## src/rtl/cell_wr_aligner.sv

```systemverilog
module cell_wr_aligner #(
  parameter int          ADDR_W      = 32,
  parameter int          CELL_WORDS  = 12,
  parameter logic [2:0]  SIZE_BURST  = 3'b101,
  parameter logic [2:0]  SIZE_SINGLE = 3'b000
) (
  input  logic              clk,
  input  logic              rst_n,
  input  logic              start_valid,
  input  logic [ADDR_W-1:0] start_addr,
  output logic              start_ready,
  input  logic              in_valid,
  input  logic [31:0]       in_data,
  output logic              in_ready,
  output logic              wr_strobe,
  output logic [ADDR_W-1:0] wr_addr,
  output logic [31:0]       wr_data,
  output logic [3:0]        wr_be_n,
  output logic [2:0]        wr_size
);

  localparam int CW = $clog2(CELL_WORDS + 1);
  localparam logic [1:0] ST_IDLE  = 2'd0;
  localparam logic [1:0] ST_BURST = 2'd1;
  localparam logic [1:0] ST_TAIL  = 2'd2;

  logic [1:0]        st;
  logic [CW-1:0]     beat_cnt;
  logic [1:0]        off;
  logic [ADDR_W-1:0] next_addr;
  logic [31:0]       held;
  logic [63:0]       merged;
  logic [5:0]        sh;
  logic [3:0]        lead_mask;
  logic              fire, first_beat, last_beat;

  assign start_ready = (st == ST_IDLE);
  assign in_ready    = (st == ST_BURST);
  assign fire        = in_valid & in_ready;
  assign sh          = {1'b0, off, 3'b000};
  assign merged      = ({32'b0, in_data} << sh) | {32'b0, held};
  assign lead_mask   = 4'(4'hF << off);
  assign first_beat  = (beat_cnt == '0);
  assign last_beat   = (beat_cnt == CW'(CELL_WORDS - 1));

  always_ff @(posedge clk) begin
    if (!rst_n) begin
      st        <= ST_IDLE;
      beat_cnt  <= '0;
      off       <= '0;
      next_addr <= '0;
      held      <= '0;
      wr_strobe <= 1'b0;
      wr_addr   <= '0;
      wr_data   <= '0;
      wr_be_n   <= 4'hF;
      wr_size   <= SIZE_SINGLE;
    end else begin
      wr_strobe <= 1'b0;
      case (st)
        ST_IDLE: begin
          if (start_valid) begin
            off       <= start_addr[1:0];
            next_addr <= {start_addr[ADDR_W-1:2], 2'b00};
            beat_cnt  <= '0;
            held      <= '0;
            st        <= ST_BURST;
          end
        end
        ST_BURST: begin
          if (fire) begin
            wr_strobe <= 1'b1;
            wr_addr   <= next_addr;
            wr_data   <= merged[31:0];
            wr_be_n   <= first_beat ? ~lead_mask : 4'h0;
            wr_size   <= SIZE_BURST;
            held      <= merged[63:32];
            next_addr <= next_addr + ADDR_W'(4);
            beat_cnt  <= beat_cnt + 1'b1;
            if (last_beat) st <= (off != 2'b00) ? ST_TAIL : ST_IDLE;
          end
        end
        ST_TAIL: begin
          wr_strobe <= 1'b1;
          wr_addr   <= next_addr;
          wr_data   <= held;
          wr_be_n   <= lead_mask;
          wr_size   <= SIZE_SINGLE;
          st        <= ST_IDLE;
        end
        default: st <= ST_IDLE;
      endcase
    end
  end

endmodule

```

## config.mk

```make
export PLATFORM = sky130hd
export DESIGN_NAME = cell_wr_aligner
export DESIGN_NICKNAME = d
export VERILOG_FILES = /design/src/rtl/cell_wr_aligner.sv
export SDC_FILE = /design/constraint.sdc
export NUM_CORES = 1
export LEC_CHECK = 0
export ABC_AREA = 1
export CORE_ASPECT_RATIO = 0.9
export CORE_MARGIN = 3
export CORE_UTILIZATION = 51
export DETAILED_ROUTE_END_ITERATION = 16
export PLACE_DENSITY = 0.82
export SLEW_MARGIN = 20
export SYNTH_ARGS = -nofsm -noshare
export SYNTH_HDL_FRONTEND = slang
export SYNTH_SLANG_ARGS = --single-unit
```

## constraint.sdc

```tcl
create_clock -name clk -period 2.1 [get_ports clk]
set_input_delay 0.42 -clock clk [delete_from_list [all_inputs] [get_ports clk]]
set_output_delay 0.42 -clock clk [all_outputs]
set_load 0.01 [all_outputs]
```

==> out/qor.txt <==
YS warnings: 0
DP HPWL: 13.4 mm
Routed Antenna Nets: 0
number of enable flip-flop cells after synthesis: 0
R2R cell count: 11
Sw Ratio: 39.9%
Post-route DRC: 0
GR Overflow Total: 0
area of the multi-input gates: 3440 um^2
Max-Cap Viols: 0
TritonRoute pass-1 iters: 8
crit path from: st[0]
vias in the first global route: 6551
Layout Utilization: 71.2%
Sequential cell area: 2600 um^2
die area: 14300 um^2
Syn Area/Cell: 6.83 um^2
worst path arrival time: 1640 ps
worst setup path category: flip-flop to primary output
synthesized instance count: 962
P&R area growth vs syn: 33.5%
via count: 7060
CTS tree: done
Ant. Diodes: 0
area of the core: 12300 um^2
Combinational Power Share: 46.8%
Worst setup SP type: flip-flop
Peak supply drop: 895 uV
pin count of the biggest net entering global routing: 54
final net count: 1160
Hold Vio Cnt, Final: 0
Psw: 5570 uW
Worst setup EP type: primary output
Worst-Margin Slew: 600 ps
Int Power: 8400 uW
Pins Over Slew Limit: 0
DIE HEIGHT: 114 um
leading area contributor after synthesis: dfxtp_1
Buffers on Ports: 138
FF+latch count, synth: 130
Worst path max stage delay: 550 ps
dpl cells: 1227
Final Setup Violations: 0
CTS Sinks: 130
DR iter-0 viols: 790
Min-Delay Path Class: flip-flop to flip-flop
gr usage total: 27.3%
status: complete, no violations
via density per instance: 5.61
Crit path depth: 3
Top delay family on crit path: buffers and inverters
die width: 126 um
Clock Skews: 7.42 ps
std cell rows: 38
first-pass GRT wire length: 32.1 mm
clk_lat worst skew: 420 ps
worst r2r dst: next_addr[29]
Relative slew margins: 59.8%
root buf cell: clkbuf_16
Yosys cell types: 37
Synth Cell Area: 6570 um^2
Leakage: 0.00350 uW
wire length per cell: 15.7 um
crit path max-delay cell type: clkdlybuf4s50_1
Synth top area share: 39.6%
FF-to-FF Start: st[1]
CP endpoint: start_ready
Flop pwr share: 30.7%
htree depth: 4
PD cells: 1590 nW/um^2
crit path cell chain: inv_1 > ha_2 > clkdlybuf4s50_1
initial antenna violation count: 0
CP Buf/Inv Count: 2
clk slew on worst S/H paths: 50 ps
share of cells above drive strength 1: 8.64%
Worst R2R Setup Slack: 270 ps
Hold Startpoint: held[8]
Filler cells: 1013
WL final: 19.7 mm
Clock Power Share: 22.5%
CTS Buffer Depth: 2
top cells by area, synth: dfxtp_1, nand2_1, o21ai_0
CP required: 1680 ps
CP Max Fanout: 6
FFs w/ async S/R, synth: 0%
fin crit share: 97.9%
io pins: 142
Tmin final: 2060 ps
top_reg_cell synth: dfxtp_1
sequential element share of the synthesized area: 39.6%
Placer Congestion: 0.947
initial core utilization: 53.4%
Highest Clock Rate: 0.487 GHz
Layout Cells excl Fill: 1259
cts bufs inserted: 17
## metal layers
layer / track usage [%] / wire, um / vias up
met5: 0 / 0 / -
met4: 7.37 / 320 / 0
met3: 6.04 / 1790 / 43
met2: 42.2 / 8600 / 370
met1: 38.9 / 9020 / 3248
li1: - / - / 3399
## worst register-to-register path, cell delays in order, from the launching register on
cell	delay, ps
dfxtp_1	330
inv_1	80
ha_1	200
inv_2	120
or2_1	140
nand2_1	80
nor2_4	190
inv_2	120
buf_12	180
nor2_1	100
nand2_1	80
a21oi_2	130
## repair_timing
action	in CTS	in global routing
setup buffers	0	0
setup endpoints to repair	1	1
pin swaps	0	0
gates resized for setup	1	1
hold buffers	0	0
## cell type report
cell class / count / share of cell area (%)
clock buffers: 22 / 5.41
well taps: 160 / 2.28
inverters: 66 / 2.82
repair buffers: 162 / 18.9
clock inverters: 10 / 1.77
flip-flops and latches: 130 / 29.7
multi-input cells: 709 / 39.2
## registers in the layout, indices dropped and copies added, names as in the netlist, 2 cells and up
name	flops
beat_cnt	4
held	24
next_addr	30
off	2
st	2
wr_addr	30
wr_be_n	4
wr_data	32
## how the worst min path moves through the flow
stage | to | cells after the start
after floorplan | held[10] | 2
after global placement | held[9] | 2
after detailed placement | held[9] | 2
after CTS | held[9] | 2
after global routing | held[9] | 2
final | held[8] | 2
## cells in the mapped netlist, types with 2 or more instances
cell type,count
nand2_2,12
or2_2,2
ha_1,6
a31oi_1,12
o21ai_0,114
nor2_4,4
o31ai_1,6
o211ai_1,16
and2_1,3
nand2_1,243
nor2_1,118
o211a_1,12
buf_4,6
clkbuf_1,31
nor3_1,3
a21oi_1,90
nor2_2,4
buf_2,12
inv_2,5
buf_6,4
inv_1,61
nand3_1,33
buf_1,4
dfxtp_1,130
mux2i_1,10
a21oi_2,10
## metrics by stage
step	setup slack [ps]	total power, uW	hold slack, ps	setup TNS (ps)	instance area, um^2
floorplan	448	8120	430	0	6580
global placement	164	10500	447	0	8140
detailed placement	131	10700	459	0	8140
CTS	26.4	13900	468	0	8770
global route	-14.9	14900	484	-14.9	8770
finish	44.7	14000	468	0	8770
## power by group through the flow
stage	Sequential, uW	Clock [uW]	Combinational, uW
final	4290	3150	6540
after global placement	4270	0	6270
after floorplan	4360	0	3760
after global routing	4410	3270	7210
after detailed placement	4280	0	6400
after CTS	4260	3150	6480
## cells by family after synthesis
logic type                 share of synthesized area, %
other                                            0.0571
xor gates and xnor gates                          0.133
adders and majority gates                          1.14
AOI/OAI and AO/OA                                  22.8
muxes                                              1.52
buffers and inverters                              8.36
DFF                                                39.6
and+or+nand+nor                                    26.4
## placed cells by master (no fill, tap or decap), types with 4 or more instances in the layout
| cell | synthesis | final |
|---|---|---|
| a21oi_1 | 90 | 90 |
| a21oi_2 | 10 | 10 |
| a31oi_1 | 12 | 12 |
| buf_12 | 0 | 8 |
| buf_4 | 6 | 16 |
| bufinv_16 | 0 | 4 |
| clkbuf_16 | 0 | 17 |
| clkdlybuf4s50_1 | 0 | 136 |
| clkinv_2 | 0 | 4 |
| dfxtp_1 | 130 | 129 |
| ha_1 | 6 | 5 |
| inv_1 | 61 | 61 |
| inv_2 | 5 | 5 |
| mux2i_1 | 10 | 10 |
| nand2_1 | 243 | 243 |
| nand2_2 | 12 | 12 |
| nand3_1 | 33 | 33 |
| nor2_1 | 118 | 118 |
| nor2_2 | 4 | 4 |
| nor2_4 | 4 | 4 |
| o211a_1 | 12 | 12 |
| o211ai_1 | 16 | 16 |
| o21ai_0 | 114 | 114 |
| o31ai_1 | 6 | 6 |
Note: power is estimated with default switching activity, not from simulation.
